### src/rtl/chctl_pkg.sv
package chctl_pkg;
    localparam logic [4:0] AD_CTRL      = 5'd0;
    localparam logic [4:0] AD_ESTAT     = 5'd1;
    localparam logic [4:0] AD_SET_START = 5'd12;

    // vector kinds: 0 req enable, 1 err-irq enable, 2 int, 3 err, 4 done
    localparam int NKIND = 5;
    localparam logic [4:0] HI_ADDR  [NKIND] = '{5'd2, 5'd4, 5'd14, 5'd16, 5'd18};
    localparam logic [4:0] LO_ADDR  [NKIND] = '{5'd3, 5'd5, 5'd15, 5'd17, 5'd19};
    localparam logic [4:0] SET_ADDR [NKIND] = '{5'd6, 5'd8, 5'd0, 5'd0, 5'd0};
    localparam logic [4:0] CLR_ADDR [NKIND] = '{5'd7, 5'd9, 5'd10, 5'd11, 5'd13};
    localparam logic [NKIND-1:0] HAS_SET = 5'b00011;

    localparam int CTL_GRP_EN = 31;
    localparam int CTL_GRP_RR = 3;
    localparam int CTL_CH_RR  = 2;

    localparam logic [15:0] CAUSE_MASK = 16'hC0FF;

    typedef struct packed {
        logic grp_en;
        logic grp_rr;
        logic ch_rr;
    } ctl_t;
endpackage

### src/rtl/chctl_vec.sv
module chctl_vec #(
    parameter int NCH   = 64,
    parameter int IDX_W = 6,
    parameter bit W1C   = 1'b1
) (
    input  logic             clk,
    input  logic             rst_n,
    input  logic             wr_lo,
    input  logic             wr_hi,
    input  logic [31:0]      wdata,
    input  logic             set_en,
    input  logic             clr_en,
    input  logic [IDX_W-1:0] idx,
    input  logic [NCH-1:0]   hw_set,
    output logic [NCH-1:0]   vec
);
    localparam int HI_W = NCH - 32;

    typedef struct packed {
        logic [NCH-1:0] bits;
    } vec_st_t;

    vec_st_t st_d, st_q;

    always_comb begin
        st_d = st_q;
        if (wr_lo) begin
            if (W1C) st_d.bits[31:0] = st_q.bits[31:0] & ~wdata;
            else     st_d.bits[31:0] = wdata;
        end
        if (wr_hi) begin
            if (W1C) st_d.bits[NCH-1:32] = st_q.bits[NCH-1:32] & ~wdata[HI_W-1:0];
            else     st_d.bits[NCH-1:32] = wdata[HI_W-1:0];
        end
        if (set_en && int'(idx) < NCH) st_d.bits[idx] = 1'b1;
        if (clr_en && int'(idx) < NCH) st_d.bits[idx] = 1'b0;
        // engine events win over any software clear in the same cycle
        st_d.bits = st_d.bits | hw_set;
    end

    always_ff @(posedge clk or negedge rst_n) begin
        if (!rst_n) st_q <= '0;
        else        st_q <= st_d;
    end

    assign vec = st_q.bits;
endmodule

### src/rtl/chctl_errcap.sv
module chctl_errcap #(
    parameter int IDX_W = 6
) (
    input  logic             clk,
    input  logic             rst_n,
    input  logic             ev,
    input  logic [IDX_W-1:0] chan,
    input  logic [15:0]      cause,
    input  logic             clr,
    output logic [31:0]      stat
);
    import chctl_pkg::*;

    typedef struct packed {
        logic [31:0] word;
    } cap_st_t;

    cap_st_t st_d, st_q;
    logic    held;

    always_comb begin
        st_d = st_q;
        held = st_q.word[31] && !clr;
        if (clr) st_d.word = '0;
        if (ev && !held) begin
            st_d.word = {16'h8000, cause & CAUSE_MASK};
            st_d.word[8 +: IDX_W] = chan;
        end
    end

    always_ff @(posedge clk or negedge rst_n) begin
        if (!rst_n) st_q <= '0;
        else        st_q <= st_d;
    end

    assign stat = st_q.word;
endmodule

### src/rtl/chan_ctl_regs.sv
module chan_ctl_regs #(
    parameter int NCH   = 64,
    parameter int IDX_W = 6
) (
    input  logic             clk,
    input  logic             rst_n,
    input  logic             wr_en,
    input  logic [4:0]       wr_addr,
    input  logic [31:0]      wr_data,
    input  logic [4:0]       rd_addr,
    output logic [31:0]      rd_data,
    input  logic [NCH-1:0]   hw_int_set,
    input  logic [NCH-1:0]   hw_done_set,
    input  logic             err_event,
    input  logic [IDX_W-1:0] err_chan,
    input  logic [15:0]      err_cause,
    output logic [NCH-1:0]   req_en,
    output logic [NCH-1:0]   start_pulse,
    output logic             cfg_grp_arb_en,
    output logic             cfg_grp_rr,
    output logic             cfg_ch_rr,
    output logic             irq
);
    import chctl_pkg::*;

    localparam int HI_W = NCH - 32;

    typedef struct packed {
        ctl_t           ctl;
        logic [NCH-1:0] start;
    } top_st_t;

    top_st_t st_d, st_q;

    logic [IDX_W-1:0] w_idx;
    logic [NCH-1:0]   err_hit;
    logic [NCH-1:0]   hw_in [NKIND];
    logic [NCH-1:0]   vec   [NKIND];
    logic [31:0]      err_stat;
    logic [NCH-1:0]   done_vec;

    assign w_idx = wr_data[IDX_W-1:0];

    always_comb begin
        err_hit = '0;
        if (err_event && int'(err_chan) < NCH) err_hit[err_chan] = 1'b1;
        hw_in[0] = '0;
        hw_in[1] = '0;
        hw_in[2] = hw_int_set;
        hw_in[3] = err_hit;
        hw_in[4] = hw_done_set;
    end

    for (genvar g = 0; g < NKIND; g++) begin : g_vec
        chctl_vec #(
            .NCH   (NCH),
            .IDX_W (IDX_W),
            .W1C   (g >= 2)
        ) u_vec (
            .clk    (clk),
            .rst_n  (rst_n),
            .wr_lo  (wr_en && wr_addr == LO_ADDR[g]),
            .wr_hi  (wr_en && wr_addr == HI_ADDR[g]),
            .wdata  (wr_data),
            .set_en (HAS_SET[g] && wr_en && wr_addr == SET_ADDR[g]),
            .clr_en (wr_en && wr_addr == CLR_ADDR[g]),
            .idx    (w_idx),
            .hw_set (hw_in[g]),
            .vec    (vec[g])
        );
    end

    chctl_errcap #(.IDX_W(IDX_W)) u_errcap (
        .clk   (clk),
        .rst_n (rst_n),
        .ev    (err_event),
        .chan  (err_chan),
        .cause (err_cause),
        .clr   (wr_en && wr_addr == AD_ESTAT),
        .stat  (err_stat)
    );

    always_comb begin
        st_d = st_q;
        st_d.start = '0;
        if (wr_en && wr_addr == AD_CTRL) begin
            st_d.ctl.grp_en = wr_data[CTL_GRP_EN];
            st_d.ctl.grp_rr = wr_data[CTL_GRP_RR];
            st_d.ctl.ch_rr  = wr_data[CTL_CH_RR];
        end
        if (wr_en && wr_addr == AD_SET_START && int'(w_idx) < NCH)
            st_d.start[w_idx] = 1'b1;
    end

    always_ff @(posedge clk or negedge rst_n) begin
        if (!rst_n) st_q <= '0;
        else        st_q <= st_d;
    end

    always_comb begin
        rd_data = '0;
        if (rd_addr == AD_CTRL) begin
            rd_data[CTL_GRP_EN] = st_q.ctl.grp_en;
            rd_data[CTL_GRP_RR] = st_q.ctl.grp_rr;
            rd_data[CTL_CH_RR]  = st_q.ctl.ch_rr;
        end
        if (rd_addr == AD_ESTAT) rd_data = err_stat;
        for (int k = 0; k < NKIND; k++) begin
            if (rd_addr == LO_ADDR[k]) rd_data = vec[k][31:0];
            if (rd_addr == HI_ADDR[k]) rd_data = {{(32-HI_W){1'b0}}, vec[k][NCH-1:32]};
        end
    end

    assign done_vec       = vec[4];
    assign req_en         = vec[0];
    assign start_pulse    = st_q.start;
    assign cfg_grp_arb_en = st_q.ctl.grp_en;
    assign cfg_grp_rr     = st_q.ctl.grp_rr;
    assign cfg_ch_rr      = st_q.ctl.ch_rr;
    assign irq            = (|vec[2]) | (|(vec[3] & vec[1]));
endmodule

### config.mk
export PLATFORM = sky130hd
export DESIGN_NAME = chan_ctl_regs
export DESIGN_NICKNAME = d
export VERILOG_FILES = /design/src/rtl/chctl_pkg.sv /design/src/rtl/chctl_vec.sv /design/src/rtl/chctl_errcap.sv /design/src/rtl/chan_ctl_regs.sv
export SDC_FILE = /design/constraint.sdc
export NUM_CORES = 1
export LEC_CHECK = 0
export BUFFER_PORTS_ARGS = -buffer_cell sky130_fd_sc_hd__buf_2
export CAP_MARGIN = 15
export CORE_AREA = 2 2 192 194
export CTS_BUF_LIST = sky130_fd_sc_hd__clkbuf_8
export DETAILED_ROUTE_END_ITERATION = 8
export DIE_AREA = 0 0 194 196
export PLACE_DENSITY = 0.9
export SETUP_SLACK_MARGIN = 0.05
export SYNTH_ARGS = -nofsm -noshare
export SYNTH_HDL_FRONTEND = slang
export SYNTH_SLANG_ARGS = --single-unit
### constraint.sdc
create_clock -name clk -period 4.3 [get_ports clk]
set_input_delay 0.86 -clock clk [delete_from_list [all_inputs] [get_ports clk]]
set_output_delay 0.86 -clock clk [all_outputs]
set_load 0.01 [all_outputs]
==> out/results.ini <==
[cts]
cts_buffers=70
ctsResizeCount=0
postCtsSetupBuffers=0
cts_hold_buf=0
cts_root_buffer=clkbuf_8
cts.reportedPaths.clkPinSlew_ns=0.05
clockBufferDepth=3
h-tree-depth=3
cts_tree=built
insertion_delay_ns=0.63
cts_sinks=404

[die]
die-area_mm2=0.0380
die_h_um=196
start_util=0.593
rows=70
die_w_um=194
pin_count=360
core_mm2=0.0361

[sta]
slew_viol_final=0
fin_crit_ns=3.90
fin_crit_sh=0.907
tightest_slew_ns=1.28
fin_ws_ns=0.400
fin_skew_ns=0.00709
setup-violations-final=0
slew_headroom=0.140
rsz0062_at_grt=no
setup-tns-final_ns=0
timing.hold.ws_ns=0.290
hold_viol_final=0
fmax_ghz=0.256

[outcome]
status=complete, no violations

[global_routing]
met3_usage=0.178
grt_pass1_wl_um=142000
grt_use_met1=0.646
grt_pass1_vias=22400
grt_max_degree=97
grt_busiest_layer=met2
track_usage=0.504
use_met2=0.713
antenna_found_initial=6
overflow=0

[placed_design]
dp_hpwl_um=65100
io_buffers=353
dpl_worst_slack_ns=0.579
globalplace.congestion=1.04

[worst_setup_path]
cp-start-kind=input port
worstPathRequired_ns=3.44
critPathMaxFanout=41
end_kind=output port
critical_path_arrival_ns=3.04
worstSetupPathType=input port to output port

[worst_hold_path]
hp-class=input port to async pin

[logic_synthesis]
synth_edf_count=0
synth_area_mm2=0.0214
synth_cells=2199
ys.flop_type=dfrtp_1
ys_seq_area_frac=0.473
synthArstFlopShare=1.00
synth.net_count=2395
synth.distinct_cells=59
yosysWarningCount=0
ys_ff_latch=404
syn_avg_cell_area_um2=9.73

[layout]
drive_gt1_frac=0.235
layout_common_cells=404 x dfrtp_1, 355 x a22oi_1, 351 x buf_2, 211 x nand2_1, 129 x a21o_1
nets=2672
nFillCells=2706
synthToLayoutAreaGrowth_pct=17.3
final_util=0.695
final_common_cell=dfrtp_1

[power]
powerDensity_mw_per_mm2=400
p_leak_nw=10.6
ir_drop_uv=309

[routing]
vias=23000
post_drt_wl_per_cell_um=32.4
drcViolationCount=0
drt_iter0_drc=3675
totalWireLength_um=97300
vias_per_cell=7.67
first_pass_iters=8
antenna_left=0

[job]
cap_viol_max_count=0

==> per-stage QoR <==
stage / instances / total power [mW] / instance area, µm²
global placement: 2869 / 6.29 / 23600
finish: 3001 / 10.0 / 25100
global route: 3000 / 10.3 / 25100
CTS: 2992 / 9.93 / 25000
detailed placement: 2869 / 6.35 / 23600
floorplan: 2199 / 5.48 / 21400
==> cell families (layout without fill, tap and decap cells) <==
family	Yosys count	after routing	share of synthesized area
other	0	6	0
muxes	68	68	0.0353
DFF	404	404	0.473
AOI/OAI and AO/OA	909	909	0.316
and+or+nand+nor	584	584	0.131
buffers and inverters	234	562	0.0449
==> final cells by class <==
type / instances / area (µm²) / area share
Antenna cell: 6 / 15.0 / 0.000598
Inverter: 4 / 15.0 / 0.000598
Timing Repair Buffer: 435 / 2500 / 0.0996
Clock buffer: 90 / 1240 / 0.0494
Tap cell: 468 / 586 / 0.0233
Sequential cell: 404 / 10100 / 0.403
Multi-Input combinational cell: 1561 / 10400 / 0.416
Clock inverter: 33 / 188 / 0.00748
==> power by group <==
part	switching, mW	internal [mW]	total [mW]
clock	1.65	1.99	3.65
combinational	0.936	0.716	1.65
sequential	0.545	4.20	4.75
total	3.14	6.91	10.0
==> registers in the layout, indices dropped and copies added, names as in the netlist <==
register and flops:
start_pulse 64, cfg_grp_arb_en 1, cfg_ch_rr 1, cfg_grp_rr 1, u_errcap.stat 17, g_vec.u_vec.vec 320
==> synth_stat cells (all sizes together), types with 19 or more instances <==
cell,instances,area (µm²)
a21o,129,968
a21oi,86,430
a221oi,61,534
a22o,96,841
a22oi,355,2670
a32oi,36,315
buf,90,420
clkbuf,140,526
dfrtp,404,10100
mux2,20,225
mux2i,44,440
nand2,211,792
nand2b,36,225
nand3,22,110
nor2,118,468
nor2b,38,238
nor3,82,425
nor4,19,125
o21ai,56,280
==> metal layers <==
layer	share of wire	routed length, µm
met1	0.34	33200
met2	0.41	40300
met3	0.16	15300
met4	0.087	8510
met5	0.00012	12
==> worst paths after layout <==
path / start / to / slack (ns) / cells after the start
worst max-delay path: rd_addr[0] / rd_data[30] / 0.40 / 7
worst min-delay path: rst_n / g_vec[0].u_vec.vec[34] / 0.29 / 1
worst max register to register: u_errcap.stat[31] / u_errcap.stat[12] / 2.20 / 5
worst min register to register: g_vec[4].u_vec.vec[3] / g_vec[4].u_vec.vec[3] / 0.48 / 1
max in group asynchronous: rst_n / g_vec[4].u_vec.vec[46] / 2.90 / 2
min in group clk: hw_int_set[56] / g_vec[2].u_vec.vec[56] / 0.40 / 2
==> worst max-delay path, stage by stage <==
cell and delay [ns]:
buf_4 0.43, nand2b_1 0.36, nor3_2 0.22, buf_4 0.35, a221oi_1 0.14, a21boi_0 0.42, buf_2 0.22
Note: power is estimated with default switching activity, not from simulation.
